<file path="src/rtl/can_destuff.sv">
module can_destuff #(
    parameter int RUN_MAX = 5
) (
    input  logic clk,
    input  logic rst_n,
    input  logic strobe,
    input  logic start,
    input  logic bit_in,
    output logic is_stuff,
    output logic run_err
);
    localparam int RW = $clog2(RUN_MAX + 1);
    localparam logic [RW-1:0] RUN_TOP = RW'(RUN_MAX);
    localparam logic [RW-1:0] RUN_ONE = RW'(1);

    typedef struct packed {
        logic          last;
        logic [RW-1:0] run;
    } ds_t;

    ds_t ds_q, ds_d;

    always_comb begin
        ds_d     = ds_q;
        is_stuff = 1'b0;
        run_err  = 1'b0;
        if (strobe) begin
            if (start) begin
                ds_d.last = bit_in;
                ds_d.run  = RUN_ONE;
            end else if (ds_q.run == RUN_TOP) begin
                if (bit_in == ds_q.last) begin
                    run_err = 1'b1;
                end else begin
                    is_stuff  = 1'b1;
                    ds_d.last = bit_in;
                    ds_d.run  = RUN_ONE;
                end
            end else if (bit_in == ds_q.last) begin
                ds_d.run = ds_q.run + RUN_ONE;
            end else begin
                ds_d.last = bit_in;
                ds_d.run  = RUN_ONE;
            end
        end
    end

    always_ff @(posedge clk or negedge rst_n) begin
        if (!rst_n) ds_q <= '0;
        else        ds_q <= ds_d;
    end
endmodule

</file>
<file path="config.mk">
export PLATFORM = sky130hd
export DESIGN_NAME = can_destuff
export DESIGN_NICKNAME = d
export VERILOG_FILES = /design/src/rtl/can_destuff.sv
export SDC_FILE = /design/constraint.sdc
export NUM_CORES = 1
export LEC_CHECK = 0
export BUFFER_PORTS_ARGS = -buffer_cell sky130_fd_sc_hd__buf_2
export CAP_MARGIN = 20
export CORE_AREA = 2 2 39 41
export DETAILED_ROUTE_END_ITERATION = 8
export DIE_AREA = 0 0 41 43
export SYNTH_ARGS = -nofsm -noshare
export SYNTH_HDL_FRONTEND = slang
export SYNTH_SLANG_ARGS = --single-unit
export TNS_END_PERCENT = 10
</file>
<file path="constraint.sdc">
create_clock -name clk -period 1.3 [get_ports clk]
set_input_delay 0.195 -clock clk [delete_from_list [all_inputs] [get_ports clk]]
set_output_delay 0.195 -clock clk [all_outputs]
set_load 0.005 [all_outputs]
</file>
==> summary.md <==
| Metric | Value |
|---|---|
| Cells after Synth | 24 |
| Nets | 49 |
| Fin crit period | between 1 and 1.5 ns |
| Crit-path cells | ha_4, buf_4, nand2_2, mux2_4, o32a_1 |
| Met1 usage | 0.0877 |
| Critical Path Start Type | flop |
| Static leakage | a little under 0.2 nW |
| First-pass GRT wire length | between 1000 and 1500 um |
| Layout cell share with drive strength beyond 1 | 0.600 |
| Post-synthesis cell type count | 17 |
| Number of remaining DRC errors | 0 |
| Clk buf depth | 2 |
| Clock-pin slew on the worst setup and hold paths | 0.04 ns |
| Sink Count | 4 |
| N_diodes | 0 |
| Cell Rows | 14 |
| Largest Register | ds_q |
| Max FFs per register | 4 |
| Drt first pass iters | 2 |
| CTS tree | yes |
| Synth Register Bits | 4 |
| Post-synth top area share | 0.390 |
| CP Data Required Time | 1.42 ns |
| Final ANT Viol Nets | 0 |
| Io pins | 7 |
| Setup WS pre-CTS | -0.0718 ns |
| H-Tree Depth | 1 |
| Global route hottest layer | met2 |
| Final hold viol count | 0 |
| Hold endpoint | ds_q[1]$_DFFE_PN0P_ |
| Filler cells | 154 |
| Largest net degree at the start of global routing | 9 |
| Final WL | 564 um |
| Die X | 41 um |
| Min-Delay Path Depth | 2 |
| Failing checks | negative setup slack |
| Top flop regs | ds_q x4 |
| CTS Buf Count | 3 |
| Top cell type by total area after synthesis | dfrtp_1 |
| Reg2Reg Launch Point | ds_q[0]$_DFFE_PN0P_ |
| Number of global-route vias before repair | between 200 and 300 |
| Final period utilization | 1.12 |
| FMAX | 0.688 GHz |
| Vias per cell | ~4.4 |
| Sequential area share after synthesis | 0.390 |
| RSZ-0062 raised after global routing | yes |
| Worst hold path startpoint | start |
| Max VDD drop | 0.000384 V |
| DRT iter0 DRCs | 1 |
| Area after DPL | 334 sq um |
| Total GRT Usage | 0.0896 |
| Initial Utilization | 0.185 |
| Length in cells of the worst reg-to-reg path | 5 |
| Max-Cap Viols | 0 |
| TNS Setup | -0.403 ns |
| Storage cell area | 100 sq um |
| Initial antenna violation count | 0 |
| Crit path kind | reg2reg |
| Drt wl/cell | 10.1 um |
| Power density over the cells | 1250 nW/um^2 |
| IO Port Bufs | 6 |
| Total die area | 1760 sq um |
| Reg-to-reg slack, setup | -0.15 ns |
| Setup violators final | 4 |
| Final setup margin | -0.154 ns |
| Syn_nets | 31 |
| Multi-input logic area | approximately 170 sq um |
| CP peak stage delay | 0.40 ns |
| Clock Skew | ~0.0030 ns |
| Met2 usage | 0.138 |
| Worst-path maximum fanout | 2 |
| Dominant cells by area after synthesis | dfrtp_1 39%, ha_1 9.8%, mux2_4 5.9% |
| Critical Path Sink Type | flop |
| Slew Viols, Final | 0 |
| Met3 Usage GRT | 0.0628 |
| Total Power | 520 uW |
| Final GP Congestion | 0.671 |
| Worst path slowest cell | dfrtp_1 |
| Synthesized area | approximately 260 sq um |
| Synth warn | 0 |
| Worst-skew pair later-pin latency | ~0.24 ns |
| FF-to-FF End | ds_q[0]$_DFFE_PN0P_ |
| Post-route cell area | 417 sq um |
| GRT overflow | 0 |
| Via Count | 245 |
| Root buffer cell | clkbuf_4 |
| Worst slew margin | 0.829 |
| Die height | 43 um |
| Area grow syn2layout | 62.4% |
| WP data arrival | 1.57 ns |
| Core area | 1380 sq um |
| Syn_area_per_cell | 10.7 sq um |
| Worst min path class | in2reg |
| Slew at the pin closest to its max-slew limit | ~0.26 ns |
| Status | complete, but fails checks |
[cell type report]
| class | count | share of cell area |
|---|---|---|
| clock buffer | 3 | 0.0541 |
| sequential | 4 | 0.240 |
| tap | 16 | 0.0480 |
| inverter | 2 | 0.0180 |
| multi-input combinational | 17 | 0.408 |
| timing repair buffer | 14 | 0.231 |
[kinds of logic (layout without fill, tap and decap cells)]
family / after synthesis / in the layout / share of synthesized area
AND/OR/NAND/NOR: 6 / 6 / 0.137
buffers and inverters: 3 / 19 / 0.0488
AO/OA/AOI/OAI: 5 / 5 / 0.151
XOR/XNOR: 1 / 1 / 0.0342
flip-flops: 4 / 4 / 0.390
adder cells (fa/ha/maj): 2 / 2 / 0.0975
multiplexers: 3 / 3 / 0.141
[metrics by stage]
step,util,cells,hold slack (ns)
2_1_floorplan,-,24,-0.101
3_5_place_dp,0.241,49,0.00705
4_1_cts,0.288,55,0.222
6_report,0.301,56,0.228
3_3_place_gp,0.241,49,0.00583
5_1_grt,0.301,56,0.240
[cells in the final DEF, fill, tap and decap left out]
cell           Yosys  layout
a21oi_1            2       1
a21oi_2            0       1
a311o_1            1       1
buf_2              1       6
buf_4              0       6
buf_6              0       1
clkbuf_4           0       3
dfrtp_1            4       4
dlygate4sd3_1      0       1
ha_2               0       1
ha_4               0       1
inv_1              2       1
inv_2              0       1
mux2_2             1       1
mux2_4             1       1
mux2i_1            1       1
nand2_1            1       1
nand2_2            1       1
nand4b_1           1       1
nor2_1             1       1
nor2b_1            2       2
o32a_1             1       1
o32ai_1            1       1
xor2_2             0       1
[what timing repair did]
action                     in CTS  in global routing
pin swaps                       2                  1
hold endpoints to repair        4                  0
setup endpoints to repair       4                  5
buffers inserted                2                  1
gates resized for setup         4                  2
hold buffers                    1                  0
[cells in the mapped netlist, drive strengths merged]
cell type / n
a21oi: 2
a311o: 1
buf: 1
dfrtp: 4
ha: 2
inv: 2
mux2: 2
mux2i: 1
nand2: 2
nand4b: 1
nor2: 1
nor2b: 2
o32a: 1
o32ai: 1
xor2: 1
[how the worst max path moves through the flow]
stage	startpoint	end	cells past startpoint
after floorplan	ds_q[1]$_DFFE_PN0P_	ds_q[0]$_DFFE_PN0P_	5
after global placement	ds_q[1]$_DFFE_PN0P_	ds_q[0]$_DFFE_PN0P_	5
after detailed placement	ds_q[1]$_DFFE_PN0P_	ds_q[0]$_DFFE_PN0P_	5
after CTS	ds_q[1]$_DFFE_PN0P_	is_stuff	6
after global routing	ds_q[1]$_DFFE_PN0P_	is_stuff	6
final	ds_q[0]$_DFFE_PN0P_	ds_q[0]$_DFFE_PN0P_	5
[worst max-delay path: cells and delay by family (launching register included)]
| family | cells | cell delay, ns |
|---|---|---|
| DFF | 1 | 0.40 |
| AOI/OAI and AO/OA | 1 | 0.28 |
| adders and majority gates | 1 | 0.17 |
| and+or+nand+nor | 1 | 0.06 |
| buffers and inverters | 1 | 0.12 |
| muxes | 1 | 0.29 |
[power by group]
part	leakage (nW)	internal [mW]	total [mW]	switching, mW
sequential	0.0484	0.144	0.161	0.0175
combinational	0.134	0.128	0.206	0.0775
clock	0.0138	0.103	0.153	0.0502
total	0.196	0.375	0.520	0.145
[layer usage]
metal | share of wire | up-vias
met4 | 0 | 0
met5 | 0 | -
met1 | 0.41 | 119
met2 | 0.50 | 7
met3 | 0.083 | 0
li1 | - | 119
No activity file was read; power rests on OpenSTA's default activity.
